===== config.mk =====
export PLATFORM = sky130hd
export DESIGN_NAME = zone_guard_top
export DESIGN_NICKNAME = d
export VERILOG_FILES = /design/src/rtl/zg_pkg.sv /design/src/rtl/zg_zone_reg.sv /design/src/rtl/zg_zone_perm.sv /design/src/rtl/zone_guard_top.sv
export SDC_FILE = /design/constraint.sdc
export NUM_CORES = 1
export LEC_CHECK = 0
export ABC_AREA = 1
export BUFFER_PORTS_ARGS = -buffer_cell sky130_fd_sc_hd__buf_2
export CAP_MARGIN = 30
export CORE_MARGIN = 5
export CORE_UTILIZATION = 50
export CTS_CLUSTER_SIZE = 25
export DETAILED_ROUTE_END_ITERATION = 12
export PLACE_DENSITY = 0.93
export RECOVER_POWER = 100
export SETUP_SLACK_MARGIN = 0.3
export SKIP_LAST_GASP = 1
export SYNTH_ARGS = -nofsm -noshare
export SYNTH_HDL_FRONTEND = slang
export SYNTH_SLANG_ARGS = --single-unit

===== constraint.sdc =====
create_clock -name clk -period 2.4 [get_ports clk]
set_input_delay 0.24 -clock clk [delete_from_list [all_inputs] [get_ports clk]]
set_output_delay 0.24 -clock clk [all_outputs]
set_load 0.005 [all_outputs]

===== src/rtl/zg_pkg.sv =====
package zg_pkg;

  typedef enum logic [1:0] {
    ACC_READ  = 2'd0,
    ACC_WRITE = 2'd1,
    ACC_EXEC  = 2'd2,
    ACC_PROBE = 2'd3
  } acc_t;

  typedef struct packed {
    logic v;
    logic wr;
    logic ex;
  } perm_t;

  localparam int MAX_ZONES = 16;
  localparam int WORD_W    = 32;

  // Low bit index of zone k inside the register word.
  function automatic int zone_lsb(input int k);
    return WORD_W - 2 - 2 * k;
  endfunction

  // Register bits that hold storage for the implemented zones.
  function automatic logic [WORD_W-1:0] impl_mask(input int zones);
    logic [WORD_W-1:0] m;
    m = '0;
    for (int k = 0; k < MAX_ZONES; k++)
      if (k < zones) m[zone_lsb(k) +: 2] = 2'b11;
    return m;
  endfunction

  // Effective rights after the zone code is applied.
  function automatic perm_t apply_zone(input logic [1:0] code, input logic user,
                                       input perm_t p);
    perm_t r;
    r = p;
    if (user && code == 2'b00) begin
      r = '0;
    end else if (code == 2'b11 || (!user && code == 2'b10)) begin
      r.wr = 1'b1;
      r.ex = 1'b1;
    end
    return r;
  endfunction

  function automatic logic refuse(input perm_t p, input acc_t a);
    return !p.v || (a == ACC_WRITE && !p.wr) || (a == ACC_EXEC && !p.ex);
  endfunction

endpackage


===== src/rtl/zg_zone_reg.sv =====
module zg_zone_reg
  import zg_pkg::*;
#(
  parameter int ZONES    = 16,
  parameter int ADDR_W   = 14,
  parameter logic [ADDR_W-1:0] SEL_ADDR = 14'h1001
) (
  input  logic              clk,
  input  logic              rst_n,
  input  logic [ADDR_W-1:0] sr_addr,
  input  logic              sr_we,
  input  logic [31:0]       sr_wdata,
  output logic [31:0]       sr_rdata,
  output logic [31:0]       zone_word
);

  localparam logic [31:0] MASK = impl_mask(ZONES);

  logic sel_hit;
  logic wr_hit;

  assign sel_hit = (sr_addr == SEL_ADDR);
  assign wr_hit  = sel_hit && sr_we;

  for (genvar k = 0; k < MAX_ZONES; k++) begin : g_zone
    localparam int LSB = zone_lsb(k);
    if (k < ZONES) begin : g_impl
      logic [1:0] field_q;
      always_ff @(posedge clk) begin
        if (!rst_n)      field_q <= 2'b00;
        else if (wr_hit) field_q <= sr_wdata[LSB+1:LSB];
      end
      assign zone_word[LSB+1:LSB] = field_q;
    end else begin : g_absent
      assign zone_word[LSB+1:LSB] = 2'b00;
    end
  end

  assign sr_rdata = sel_hit ? zone_word : 32'd0;

  AST_RESET_CLEAR: assert property (@(posedge clk) disable iff (!rst_n)
    !$past(rst_n) |-> zone_word == 32'd0);
  AST_HOLD_NO_SEL: assert property (@(posedge clk) disable iff (!rst_n)
    (!wr_hit && $past(rst_n)) |=> $stable(zone_word));
  AST_WRITE_NEXT: assert property (@(posedge clk) disable iff (!rst_n)
    wr_hit |=> zone_word == ($past(sr_wdata) & MASK));
  AST_ABSENT_ZERO: assert property (@(posedge clk) disable iff (!rst_n)
    (sr_rdata & ~MASK) == 32'd0);

endmodule


===== src/rtl/zg_zone_perm.sv =====
module zg_zone_perm
  import zg_pkg::*;
#(
  parameter int ZONES = 16
) (
  input  logic [31:0] zone_word,
  input  perm_t       tlb_perm,
  input  logic [3:0]  tlb_zone,
  input  logic        user_mode,
  input  acc_t        acc_kind,
  output perm_t       eff_perm,
  output logic        denied,
  output logic [1:0]  zone_code,
  output logic        out_of_range
);

  assign out_of_range = int'(tlb_zone) >= ZONES;

  always_comb begin
    zone_code = 2'b01;
    for (int k = 0; k < MAX_ZONES; k++)
      if (k < ZONES && tlb_zone == 4'(k)) zone_code = zone_word[zone_lsb(k) +: 2];
  end

  assign eff_perm = apply_zone(zone_code, user_mode, tlb_perm);
  assign denied   = refuse(eff_perm, acc_kind);

endmodule


===== src/rtl/zone_guard_top.sv =====
module zone_guard_top
  import zg_pkg::*;
#(
  parameter int ZONES  = 16,
  parameter int ADDR_W = 14,
  parameter logic [ADDR_W-1:0] SEL_ADDR = 14'h1001
) (
  input  logic              clk,
  input  logic              rst_n,
  input  logic [ADDR_W-1:0] sr_addr,
  input  logic              sr_we,
  input  logic [31:0]       sr_wdata,
  output logic [31:0]       sr_rdata,
  input  logic              tlb_v,
  input  logic              tlb_wr,
  input  logic              tlb_ex,
  input  logic [3:0]        tlb_zone,
  input  logic              user_mode,
  input  logic [1:0]        acc_kind,
  output logic              eff_v,
  output logic              eff_wr,
  output logic              eff_ex,
  output logic              acc_denied
);

  logic [31:0] zone_word;
  perm_t       tlb_perm;
  perm_t       eff_perm;
  logic [1:0]  zone_code;
  logic        out_of_range;
  logic        revoke_hit;
  logic        force_hit;

  zg_zone_reg #(.ZONES(ZONES), .ADDR_W(ADDR_W), .SEL_ADDR(SEL_ADDR)) reg_i (
    .clk(clk), .rst_n(rst_n), .sr_addr(sr_addr), .sr_we(sr_we),
    .sr_wdata(sr_wdata), .sr_rdata(sr_rdata), .zone_word(zone_word)
  );

  assign tlb_perm = '{v: tlb_v, wr: tlb_wr, ex: tlb_ex};

  zg_zone_perm #(.ZONES(ZONES)) perm_i (
    .zone_word(zone_word), .tlb_perm(tlb_perm), .tlb_zone(tlb_zone),
    .user_mode(user_mode), .acc_kind(acc_t'(acc_kind)), .eff_perm(eff_perm),
    .denied(acc_denied), .zone_code(zone_code), .out_of_range(out_of_range)
  );

  assign eff_v  = eff_perm.v;
  assign eff_wr = eff_perm.wr;
  assign eff_ex = eff_perm.ex;

  // Named events for the checks below.
  assign revoke_hit = user_mode && zone_code == 2'b00;
  assign force_hit  = zone_code[1] && (zone_code[0] || !user_mode);

  AST_REVOKE_ALL: assert property (@(posedge clk) disable iff (!rst_n)
    revoke_hit |-> (!eff_v && !eff_wr && !eff_ex && acc_denied));
  AST_PASS_THRU: assert property (@(posedge clk) disable iff (!rst_n)
    (!revoke_hit && !force_hit) |-> (eff_v == tlb_v && eff_wr == tlb_wr && eff_ex == tlb_ex));
  AST_FORCE_RWX: assert property (@(posedge clk) disable iff (!rst_n)
    force_hit |-> (eff_wr && eff_ex && eff_v == tlb_v));
  AST_PRIV_KEEP_V: assert property (@(posedge clk) disable iff (!rst_n)
    !user_mode |-> eff_v == tlb_v);
  AST_RANGE_PASS: assert property (@(posedge clk) disable iff (!rst_n)
    out_of_range |-> (eff_v == tlb_v && eff_wr == tlb_wr && eff_ex == tlb_ex));
  AST_INVALID_DENY: assert property (@(posedge clk) disable iff (!rst_n)
    !eff_v |-> acc_denied);

endmodule


## Word-level counts from Yosys, hierarchy flattened

Index checks and enable logic that the tools add are counted.

- Register bits: 32
- Input bits: 59
- Output and inout port bits: 36
- Word-level logic and storage cells: 70

- Eq/ne operators: 20
- Multiplexer cells: 20
- Reduce and logical (&&, ||, !) cells: 14

Operators by type and width:

| operator | count |
|---|---|
| $mux W2 | 18 |
| $eq A4 B4 Y1 const B | 8 |
| $mux W32 | 1 |
| $eq A4 B3 Y1 const B | 4 |
| $eq A14 B13 Y1 const B | 1 |
| $eq A4 B2 Y1 const B | 2 |
| $eq A2 B2 Y1 const B | 3 |
| $logic_and A1 B1 Y1 | 5 |
| $eq A4 B1 Y1 const B | 1 |
| $logic_not A1 Y1 | 4 |
| $logic_not A4 Y1 | 1 |
| $logic_or A1 B1 Y1 | 3 |
| $eq A2 B1 Y1 const B | 1 |
| $logic_not A2 Y1 | 1 |
| $mux W1 | 1 |

## Logic depth before layout (Yosys ltp)

Gate-level depths: netlist (run 1).

- Word-level depth: 26
- Depth in mapped cells: 19
- Mapped depth without buffers: 19

## Hierarchy

From an unflattened synthesis (run 1), not the netlist that was laid out.

- Cell total of the unflattened synthesis: 456
- Area, all modules: 2555.0 µm²

Modules (own cells, without submodules):

| module | times used | cells an instance | area an instance (µm²) | seq. area each (µm²) |
|---|---|---|---|---|
| zg_zone_reg | 1 | 335 | 2009.4 | 640.6 |
| zg_zone_perm | 1 | 121 | 545.5 | 0.0 |

## Worst setup path after synthesis (run 1)

Ideal clock, no wire load.

- Kind: input port to output port
- Start: input port sr_addr[7]
- End: output port sr_rdata[10]
- Arrival time: 1461 ps
- Data required time: 2160 ps
- Slack: 699 ps
- Cell stages on the path: 5
- Path buffers: 1
- Cell sequence: or4_4 -> nor4_4 -> nand2_1 -> clkbuf_1 -> nor2_1

- Longest elaborated chain between the ends: 2

RTL lines:

| element | RTL line | source |
|---|---|---|
| start: declaration | zone_guard_top.sv:10 | `input logic [ADDR_W-1:0] sr_addr,` |
| $eq A14 B13 Y1 | zg_zone_reg.sv:22 | `assign sel_hit = (sr_addr == SEL_ADDR);` |
| $mux W32 | zg_zone_reg.sv:39 | `assign sr_rdata = sel_hit ? zone_word : 32'd0;` |
| end: declaration | zone_guard_top.sv:13 | `output logic [31:0] sr_rdata,` |

No other way between the ends.

## Worst setup path after layout (run 1)

- Start: register reg_i.g_zone[0].g_impl.field_q[0]
- End: output port acc_denied

- Longest elaborated chain between the ends: 25
- Elaborated cells on any way between the ends: 32
- Those cells by class: eq/ne: 2; mux: 19; reduce/logical: 11

RTL lines:

| element | RTL line | source |
|---|---|---|
| start: declaration | zg_zone_reg.sv:28 | `logic [1:0] field_q;` |
| start signal: assignment | zg_zone_reg.sv:31 | `else if (wr_hit) field_q <= sr_wdata[LSB+1:LSB];` |
| $mux W2 * (16 in a row) | zg_zone_perm.sv:22 | `if (k < ZONES && tlb_zone == 4'(k)) zone_code = zone_word[zone_lsb(k) +: 2];` |
| $eq A2 B2 Y1 | zg_pkg.sv:40 | `end else if (code == 2'b11 \|\| (!user && code == 2'b10)) begin` |
| $logic_and A1 B1 Y1 | zg_pkg.sv:40 |  |
| $logic_or A1 B1 Y1 | zg_pkg.sv:40 |  |
| $mux W2 | zg_pkg.sv:40 |  |
| $mux W2 | zg_pkg.sv:38 | `if (user && code == 2'b00) begin` |
| $logic_not A1 Y1 | zg_pkg.sv:48 | `return !p.v \|\| (a == ACC_WRITE && !p.wr) \|\| (a == ACC_EXEC && !p.ex);` |
| $logic_and A1 B1 Y1 | zg_pkg.sv:48 |  |
| $logic_or A1 B1 Y1 | zg_pkg.sv:48 |  |
| $logic_or A1 B1 Y1 * | zg_pkg.sv:48 |  |
| end: declaration | zone_guard_top.sv:23 | `output logic acc_denied` |

Mark *: on every way between the ends. The rest lies on a longest branch, timed or not.

==> results summary, run 1 <==
The flow ran to the end, and the final reports show no timing, DRC or antenna violations. The share of post-route cells with drive strength above 1 is 0.359. The violation count after the first detailed-route iteration is 122. After clock tree synthesis, the clock-pin slew on the worst setup and hold paths is 70 ps. The largest registers in the layout are reg_i.g_zone.g_impl.field_q: 32 flops.

Along the worst path, the maximum fanout reaches 3. The number of sinks on the clock net came out at 32. The post-placement setup slack is 347 ps. The placeable core region came out at 3740 um2. Dividing the detail-routed wire length by the instance count gives 12.3 um. Clock latency on the worst-skew pair, taken at its later pin, is 280 ps. VDD sags by at most 0.000367 V. The sum of buffers and inverters on the critical path is 3.

The area added between synthesis and finish is 29.2%. Once detailed placement completed, the half-perimeter wirelength came to 4.03 mm. The xor and xnor area share after synthesis came out at 0. Between clock sinks in the finished design, the worst skew comes to 0 ps. The worst slew slack as a fraction of its limit is 0.508. The global placement routability congestion is 0.852. Summed over all layers, the routed wires come to 5.34 mm.

Row generation in the floorplan step produced 22 rows. The share of synthesized area spent on multiplexers came out at 0. Overall power consumption after layout is estimated at 0.00111 W. The filler cell count in the final layout came out at 357. Setup repair after global routing could not meet its margin everywhere. In the synthesized netlist, the number of instances is 292. The transition time of the tightest slew-check pin is 738 ps. The mapped netlist covers 1960 um2. The total of flip-flops plus latches after synthesis came out at 32. The first detailed-routing pass ran for 5 iterations. The number of slew-limit violations in the final report is 0. Summing all multi-input logic gate instances after layout gives 1050 um2. Adding up every negative setup slack in the final design gives 0 ps. The via count of the first global-routing pass is 2104.

For this run, the register share of the synthesized area comes to 0.327. The static leakage power is 1.04 nW. The number of antenna violations at the first check in global routing is 0. The cell family contributing the most delay on the critical path is simple AND/OR/NAND/NOR gates.

The number of setup violations in the final report came out at 0. The final cycle utilization of the critical path came out at 0.914. The dominant cell type by count on the critical path is nand2_2.

The I/O pin count is 95. The share of the synthesized area in compound gates (AO/OA/AOI/OAI) came out at 0.223. The clock tree from TritonCTS is built. The number of maximum-capacitance constraint violations is 0. The remaining global-route overflow is 0. Of the post-synthesis cell area, the dominant cell type holds 0.327. The H-tree was split into 2 levels. The post-layout worst setup margin is 205 ps. The number of nets in the final layout came out at 445. The first global-routing pass estimated 8.68 mm of wire. No sink is reached through more buffers than the 2 on the longest clock path. The worst path required time is 2160 ps. The largest incremental delay on the critical path is 320 ps. The number of flip-flops in the largest register is 32. The number of diodes came out at 0. Of the total synthesized cell area, the portion taken by full adders, half adders and majority gates is 0.

The combinational family with the most area after synthesis is simple AND/OR/NAND/NOR gates. The worst setup path is captured at an output port. The remaining design rule violation count is 0. The critical path data arrival time is 1950 ps.

The post-synthesis net count came out at 351. The number of vias per cell is 4.89. The most area-hungry cell type in the Yosys netlist is dfxtp_1.

The number of buffers inserted by port buffering is 94. After synthesis, the netlist uses 26 different library cells. The path class of the tightest hold or removal check is in -> reg.

The power density relative to cell area is 439 nW/um2. Yosys attributes the largest share of cell area to dfxtp_1, inv_1, a21oi_2. The register with the most flip-flops in the final layout is reg_i.g_zone.g_impl.field_q. The initial utilization of the core area, before any placement, comes to 0.524.

The simple-gate area share of the yosys netlist is 0.295. The number of warning messages in the yosys log came out at 0. Each instance of the synthesized netlist takes up on average 6.72 um2.

The cell with the largest stage delay on the worst path is dfxtp_2. Traced cell by cell, the critical path runs through inv_2, nand3_2, nand2_2, nor2_2, nand2_1, nand2_1, nand4_1, nor2_1, nand4_1, nand2_1, nand3_2, nand2_2, inv_1, nand2_2, nand2_2, nand2_2, nand3_2, buf_2. The worst setup path is launched from a register. The largest net degree at the start of global routing came out at 65.

The global-route usage over all layers is 0.207. The final-report hold violation count came out at 0. The register area is 643 um2. The via count is 2129.

The remaining number of nets flagged by the antenna check after routing is 0. The area of the die is 5280 um2. In this run the horizontal extent of the chip is 72.6 um. The fmax came out at 0.456 GHz. Clock tree synthesis selected as its root buffer the cell clkbuf_8.

The shortest clock period the worst path allows after layout came out at 2190 ps. The final standard cell utilization of the core is 0.677. Counting the buffers created by CTS gives 5. The die outline height came out at 72.6 um. The critical path class is reg -> out.
-- worst register-to-register path: cells and delay by family, from the launching register on --
family	cells	cell delay [ps]
DFF	1	300
buffers and inverters	1	140
AOI/OAI and AO/OA	1	70
-- cells in the mapped netlist --
| cell | n |
|---|---|
| nand3_2 | 3 |
| a21oi_1 | 10 |
| nand3_4 | 1 |
| nor2_1 | 51 |
| nand2_1 | 41 |
| inv_2 | 2 |
| o21ai_0 | 6 |
| nand4_2 | 1 |
| nand4_1 | 4 |
| nor4_1 | 1 |
| a21boi_0 | 1 |
| a21oi_2 | 23 |
| or4_4 | 1 |
| and3b_1 | 1 |
| clkinv_1 | 1 |
| nor2_2 | 6 |
| nand2_2 | 6 |
| o21a_2 | 1 |
| o21ai_1 | 28 |
| inv_1 | 54 |
| buf_2 | 1 |
| buf_6 | 6 |
| nor4_4 | 1 |
| dfxtp_1 | 32 |
| clkbuf_1 | 5 |
| nand3_1 | 5 |
-- metal layers --
layer / track usage / wire length [um] / vias up
li1: - / - / 1099
met1: 0.234 / 2220 / 938
met2: 0.356 / 2540 / 78
met3: 0.0661 / 425 / 14
met4: 0.0861 / 153 / 0
met5: 0 / 0 / -
-- where the power goes --
part           switching (W)  internal [W]  leakage (nW)  total [W]
Combinational      0.0000856     0.0000705         0.734   0.000156
Clock               0.000193      0.000233        0.0445   0.000425
Sequential      0.0000000140      0.000531         0.259   0.000531
Total               0.000278      0.000834          1.04    0.00111
-- final timing paths --
check,start,to,slack [ps],cells after the start
min reg2reg,reg_i.g_zone[1].g_impl.field_q[0],reg_i.g_zone[1].g_impl.field_q[0],470,2
max reg2reg,reg_i.g_zone[5].g_impl.field_q[0],reg_i.g_zone[5].g_impl.field_q[0],1770,2
max,reg_i.g_zone[0].g_impl.field_q[0],acc_denied,210,18
min,sr_wdata[27],reg_i.g_zone[2].g_impl.field_q[1],230,3
-- what timing repair did --
item | 4_1_cts | 5_1_grt
hold buffers | 0 | 0
buffers inserted | 0 | 3
pin swaps | 0 | 10
gates resized for setup | 0 | 15
endpoints found under the setup margin | 1 | 4
-- logic make-up after synthesis --
group,after synthesis
compound gates,69
buf+inv,69
flops,32
simple gates,122
-- cell usage in the layout, fill, tap and decap left out, types with 4 or more instances in the layout --
master,netlist,layout
buf_2,1,63
inv_1,54,52
nor2_1,51,51
nand2_1,41,33
o21ai_0,6,32
dfxtp_1,32,30
clkbuf_1,5,25
a21oi_2,23,23
nand2_2,6,14
a21oi_1,10,10
clkbuf_8,0,6
clkbuf_2,0,6
nor2_2,6,5
nand3_2,3,5
inv_2,2,4
nand4_1,4,4
buf_4,0,4
-- cell type report --
| cell class | count | share of cell area |
|---|---|---|
| Clock buffer | 7 | 0.0341 |
| Clock inverter | 1 | 0.00296 |
| Inverter | 57 | 0.0844 |
| Multi-Input combinational cell | 191 | 0.413 |
| Sequential cell | 32 | 0.254 |
| Tap cell | 48 | 0.0237 |
| Timing Repair Buffer | 99 | 0.188 |
-- metrics by stage --
| stage | std cells | instance area, um2 | hold slack [ps] |
|---|---|---|---|
| global placement | 424 | 2430 | 471 |
| finish | 435 | 2530 | 228 |
| floorplan | 292 | 1960 | 378 |
| CTS | 432 | 2520 | 214 |
| detailed placement | 424 | 2430 | 469 |
| global route | 435 | 2530 | 211 |
Note: power is estimated with default switching activity, not from simulation.
==> run 2, diff against run 1 <==
--- a/config.mk
+++ b/config.mk
@@ -8,7 +8,6 @@
 export ABC_AREA = 1
 export BUFFER_PORTS_ARGS = -buffer_cell sky130_fd_sc_hd__buf_2
 export CAP_MARGIN = 30
-export CORE_MARGIN = 5
 export CORE_UTILIZATION = 50
 export CTS_CLUSTER_SIZE = 25
 export DETAILED_ROUTE_END_ITERATION = 12
==> run 2 against run 1 <==
Global-route usage increased by 4.0 points. Sequential share of layout area grew 0.21 points. Non-clock buffer count decreased by 2. Final area down 0.84%. Clock power decreased by 2%. Register-to-register slack hardly changed. Largest power group unchanged. Worst setup slack gained 26 ps. Sequential power about the same. Highest routed layer unchanged. Final cell count shrank 0.46%. Critical path type unchanged.
==> results summary, run 2 (synthesis gave the netlist of run 1 again) <==
The global-route wire length before repair is 8.04 mm. The largest net degree at the start of global routing came out at 65. The number of rows in the core area is 22.

The number of setup violations in the final report is 0. In the global route stage, overall resource usage came out at 0.247. The via count of the first global-routing pass came out at 1995. The via count came out at 2145. The register with the most flip-flops in the layout has 32 of them.

The repair_antennas step left the layout with diodes totalling 0. The start point of the worst min-delay path is sr_wdata[8]. The flow ran to the end, and the final reports show no timing, DRC or antenna violations.

The worst IR drop on VDD came out at 0.000314 V. The final-report hold violation count came out at 0. The global placement routability congestion is 0.866.

The worst-case clock buffer depth is 2. The I/O pin count came out at 95. More flip-flops sit in one register than any other, and that register is reg_i.g_zone.g_impl.field_q. The path class of the tightest hold or removal check is in -> reg. The worst path required time is 2160 ps. The fmax came out at 0.461 GHz. The sequential cell fraction of total power came out at 0.483.

The number of non-filler instances in the completed layout is 433. The shortest clock period the worst path allows after layout is 2170 ps. Clock-pin slew was measured on the worst setup and hold paths at 60 ps. The final layout contains 443 nets. The number of buffers created by CTS is 5. The clock group share of total power came out at 0.380. The number of antenna violations at the first check in global routing is 0.

Counting cells, the worst reg-to-reg path comes to 2. The HPWL after detailed placement came out at 3.72 mm. The remaining design rule violation count is 0. The CTS H-tree depth is 2.

The cell at the root of the clock tree is clkbuf_8. The path with the worst hold slack has its endpoint at reg_i.g_zone[11].g_impl.field_q[0]. The remaining global-route overflow came out at 0. After detailed routing, the number of vias per cell comes to 4.95.

The setup TNS is 0 ps. The critical path class is reg -> out. The critical path data arrival time came out at 1930 ps. The transition time of the tightest slew-check pin is 739 ps. The power density relative to cell area is 437 nW/um2. The relative contribution of combinational cells to total power came out at 0.137. The setup slack on the worst flop-to-flop path is 1770 ps.

The worst slew slack as a fraction of its limit is 0.507. Leaving out fill and tap cells, the most frequent cells in the layout are buf_2, nor2_1, inv_1. The worst setup path is captured at an output port. The static leakage power is 1.06 nW. The clock insertion delay at the later pin of the skew report is 270 ps. STA classifies the critical path startpoint as a register. In this run, placement finished with an instance count of 424.

The instance count along the most critical hold path came out at 3. Cell internal power was estimated by the tool at 0.000833 W. In this run the remaining antenna-violating nets after routing total 0. Summed over all layers, the routed wires come to 4.97 mm. Leaving out fill and tap cells, the most frequent cell in the layout is buf_2. Of the total power, the share spent switching nets is 0.243. The largest registers in the layout are reg_i.g_zone.g_impl.field_q: 32 flops.

The placeable core region is 3720 um2. The dominant cell type by count on the critical path is nand2_1. In this run the worst path has a maximum fanout of 3.

After detailed routing, the average wire length per cell comes to 11.5 um. The kind of cell with the highest combined delay on the critical path is simple AND/OR/NAND/NOR gates. The number of iterations in the first detailed-routing pass came out at 4.

In this run the tool buffered the top-level ports with 94 buffer cells. The cell with the largest stage delay on the worst path is dfxtp_1. The die covers 4180 um2. Setup repair after global routing could not meet its margin everywhere. The die is 64.6 um wide. Counting every sink on the clock net gives 32.

The die outline height came out at 64.6 um. The violation count after the first detailed-route iteration is 89. The startpoint identified for the worst register-to-register timing path is reg_i.g_zone[6].g_impl.field_q[0].

The net switching power came out at 0.000267 W. The clock tree from TritonCTS is built. The initial utilization of the core area, before any placement, comes to 0.528. The post-route clock skew is 0 ps. The endpoint identified for the worst register-to-register timing path is reg_i.g_zone[6].g_impl.field_q[0]. The final cycle utilization of the critical path is 0.904. The area added between synthesis and finish came out at 28.1%. Walking the worst path, the cells encountered are inv_2, nand3_2, nand2_1, nor2_2, nand2_1, nand2_1, nand4_1, nor2_1, nand4_1, nand2_1, nand3_1, nand2_2, nand2_2, nand2_1, nand2_1, nand2_1, nand3_2, buf_2. The number of slew-limit violations in the final report was 0. The number of maximum-capacitance constraint violations is 0.

The largest incremental delay on the critical path came out at 330 ps. The sum of buffers and inverters on the critical path is 2. In the final layout, the share of cells above drive strength 1 is 0.356.
-- run 2: cell types whose count changed in the layout (fill, tap and decap cells not counted), sizes merged --
cell | before | now
clkbuf | 38 | 41
buf | 68 | 64
clkinvlp | 1 | 0
-- run 2: final cells by class --
class / instances / area [um2]
fillers: 333 / 1200
multi-input cells: 191 / 1030
flip-flops and latches: 32 / 643
repair buffers: 97 / 472
inverters: 57 / 214
clock buffers: 8 / 90.1
well taps: 48 / 60.1
-- run 2: repair_timing --
item / CTS / global route
endpoints found under the setup margin: 2 / 4
setup buffers: 1 / 0
hold buffers: 0 / 0
gates resized for setup: 1 / 11
pin swaps: 2 / 2
-- run 2: worst reg2reg max path: stages, from the launching register on --
cell     delay [ps]
dfxtp_1         300
inv_1           120
a21oi_2          70
-- run 2: power by group through the flow --
stage                     registers [W]   logic, W  clock network [W]
final                          0.000531   0.000151           0.000418
after global routing           0.000531   0.000169           0.000446
after CTS                      0.000531   0.000153           0.000429
after detailed placement       0.000543   0.000148                  0
after global placement         0.000543   0.000143                  0
after floorplan                0.000543  0.0000758                  0
-- run 2: worst max path at each step --
stage	start	to	depth (start not counted)
after global routing	reg_i.g_zone[0].g_impl.field_q[0]	acc_denied	18
after floorplan	sr_addr[7]	sr_rdata[10]	5
after global placement	tlb_zone[1]	acc_denied	18
final	reg_i.g_zone[0].g_impl.field_q[0]	acc_denied	18
after CTS	reg_i.g_zone[0].g_impl.field_q[0]	acc_denied	18
after detailed placement	tlb_zone[1]	acc_denied	18
-- run 2: through the flow --
step	hold WS [ps]	setup slack (ps)	total power, W	area [um2]	utilization
2_1_floorplan	378	699	0.000619	1960	-
3_3_place_gp	469	421	0.000686	2430	0.654
3_5_place_dp	477	317	0.000691	2430	0.654
4_1_cts	219	203	0.00111	2530	0.680
5_1_grt	227	38.4	0.00115	2510	0.676
6_report	237	232	0.00110	2510	0.676
-- run 2: layer usage --
layer	wire [um]	part of all wire	GRT usage	up-vias
met3	379	0.076	0.0651	16
met5	0	0	0	-
met1	2100	0.42	0.275	933
met2	2330	0.47	0.417	104
met4	149	0.030	0.150	0
li1	-	-	-	1092
==> run 3, diff against run 2 <==
==> constraint.sdc (replaced) <==
create_clock -name clk -period 2.4 [get_ports clk]
set_input_delay 0.48 -clock clk [delete_from_list [all_inputs] [get_ports clk]]
set_output_delay 0.48 -clock clk [all_outputs]
set_load 0.005 [all_outputs]
==> run 3 against run 2 <==
The run now ends with negative setup slack left. Register-to-register slack lost 60 ps. Critical endpoint unchanged. Sequential share of layout area down 4.0 points. Critical path depth is 2 higher. Clock power grew 1%. Global-route usage grew 2.0 points. Non-clock buffer count is 10 higher. Final area grew 18%. Worst hold slack improved by 220 ps. Final cell count is 2.3% higher.
==> results summary, run 3 (synthesis gave the netlist of run 1 again) <==
The tightest min-delay check is of the in -> reg type. The remaining number of nets flagged by the antenna check after routing came out at 0. After detailed routing, the total wire length is 6.59 mm. In this run the most used layer during global routing was met2.

The area of all placed cells without fillers came out at 2970 um2. The congestion estimate from routability-driven global placement came to 0.854. The via count is 2390. The relative contribution of combinational cells to total power is 0.175. The number of flip-flops in the largest register is 32. In this run, post-CTS hold repair placed 0 buffers. The remaining global-route overflow is 0. The number of setup violations in the final report came out at 35. The post-layout worst setup margin came out at -311 ps.

The placeable core region came out at 3720 um2. The CTS H-tree depth is 2. The critical path is of the in -> out type. The analysis attributes to net switching a power of 0.000330 W. The sequential cell fraction of total power is 0.458.

The worst slew slack as a fraction of its limit is 0.610. The clock transition at the register clock pins on the worst setup and hold paths after CTS is 80 ps. The die outline height is 64.6 um.

The clock reaches the later pin of the worst-skew pair after 290 ps. The number of maximum-capacitance constraint violations is 0. The width of the chip came out at 64.6 um. The routed design could run at a clock period as short as 2710 ps.

Dividing total power by cell area gives a power density of 389 nW/um2. The maximum fanout along the worst path is 5. In this run the clock root is driven by a clkbuf_8. Leaving out fill and tap cells, the most frequent cells in the layout are buf_2, inv_1, nand2_1, o21ai_0, dfxtp_1.

The largest registers in the layout are reg_i.g_zone.g_impl.field_q: 32 flops. The final-report hold violation count came out at 0. The register area came out at 643 um2. The number of buffers created by CTS is 5. The final cycle utilization of the critical path came out at 1.13. The internal power summed over all cells came out at 0.000827 W. STA classifies the critical path endpoint as an output port. The number of buffers inserted by port buffering came out at 94.

The largest net degree at the start of global routing is 39. The number of nets in the final layout came out at 453. The run finished, with violations left. The met3 layer usage reported by global route is 0.0757. At the worst endpoint, the required time is 1920 ps. The number of sinks on the clock net is 32. For this run, design rule violations remaining after detail routing come to 0. For this design the static power due to leakage is 1.28 nW. The number of vias per cell came out at 5.40. The number of diodes is 0. The final standard cell utilization of the core came out at 0.800. The die covers 4180 um2. The setup TNS came out at -3200 ps. The via count of the first global-routing pass came out at 2072. The area of the multi-input gates is 1260 um2. The fmax is 0.369 GHz.

The number of antenna violations at the first check in global routing came to 0. The filler cell count in the final layout came out at 246. The detailed-route wire length per cell is 14.9 um. The starting density of the core is 0.528. The switching share of power came out at 0.285. The clock tree from TritonCTS is built.

The checks that failed: negative setup slack. The post-route clock skew is 0 ps. Counting flops per register, the top entry is reg_i.g_zone.g_impl.field_q. The worst IR drop on VDD came out at 0.000395 V. The number of slew-limit violations in the final report is 0. The met1 capacity usage during global routing came out at 0.300.

Setup repair after global routing could not meet its margin everywhere. The number of rows in the core area came out at 22. 95 I/O pins were placed. The global-route wire length before repair is 8.65 mm.

The transition time of the tightest slew-check pin is 585 ps. The most common library cell in the layout ignoring fill and taps is buf_2. Detailed placement finished with a half-perimeter wire length of 3.73 mm. At the worst endpoint, the arrival time is 2230 ps. The final total power is 0.00116 W. The global-route usage over all layers came out at 0.267. The post-placement cell area is 2490 um2.

The worst setup path is launched from an input port. The violation count after the first detailed-route iteration came out at 162. The number of iterations in the first detailed-routing pass came out at 4. The area added between synthesis and finish came out at 51.5%. The fraction of met2 tracks used by global routing is 0.467.

In the final layout, the share of cells above drive strength 1 is 0.522. The worst-case clock buffer depth came out at 2. The share of total power dissipated in the clock network is 0.367.
## run 3: changes by cell type in the layout (fill, tap and decap cells not counted), moves of 10 or more
cell / before / now
buf_2: 62 / 89
clkbuf_1: 19 / 1
clkbuf_2: 15 / 1
nand2_1: 40 / 30
nor2_1: 51 / 23
nor2_2: 3 / 13
nor2_4: 3 / 21
## run 3: through the flow
step	hold WS, ps	setup slack, ps	std cells
6_report	454	-311	443
5_1_grt	465	-488	443
3_5_place_dp	469	-114	429
4_1_cts	452	-39.0	439
3_3_place_gp	466	-19.4	429
2_1_floorplan	444	270	292
## run 3: path summary, 6_finish.rpt
path | slack (ps) | start | end | cells after the start
setup / recovery | -310 | tlb_zone[1] | acc_denied | 20
hold / removal | 450 | sr_wdata[23] | reg_i.g_zone[4].g_impl.field_q[1] | 3
setup reg to reg | 1710 | reg_i.g_zone[11].g_impl.field_q[0] | reg_i.g_zone[11].g_impl.field_q[0] | 2
hold reg to reg | 470 | reg_i.g_zone[0].g_impl.field_q[0] | reg_i.g_zone[0].g_impl.field_q[0] | 2
## run 3: layout make-up
type,count,share of cell area
multi-input cells,191,0.424
repair buffers,107,0.231
flip-flops and latches,32,0.216
inverters,57,0.0766
clock buffers,5,0.0231
well taps,48,0.0202
clock inverters,3,0.00800
## run 3: power groups by stage
stage	Clock, W	Sequential, W	Combinational (W)
final	0.000424	0.000531	0.000202
after global routing	0.000452	0.000530	0.000217
after CTS	0.000422	0.000531	0.000164
after global placement	0	0.000543	0.000144
after detailed placement	0	0.000543	0.000148
after floorplan	0	0.000543	0.0000758
## run 3: timing repair
item                       4_1_cts  5_1_grt
pin swaps                       12       23
buffers inserted                 2        2
gates resized for setup         27       68
setup endpoints to repair       36       36
hold endpoints to repair         0        0
gates cloned                     0        2
## run 3: layer usage
metal	vias to the layer above	wire [um]
met5	-	0
met4	0	263
met3	28	550
met2	163	3250
met1	1090	2530
li1	1109	-
## run 3: worst max-delay path, cell delays in order
cell and delay [ps]:
buf_12 120, nand2_4 90, nor2_4 50, nand2_1 80
nand2_1 80, inv_1 70, nand2_1 70, nand2_2 80
nand4_1 110, nor2_1 160, nand4_1 100, nand2_1 80
nand3_2 90, nand2_4 100, inv_2 60, nand2_4 80
nand2_2 60, nand2_1 80, nand3_2 70, buf_2 120
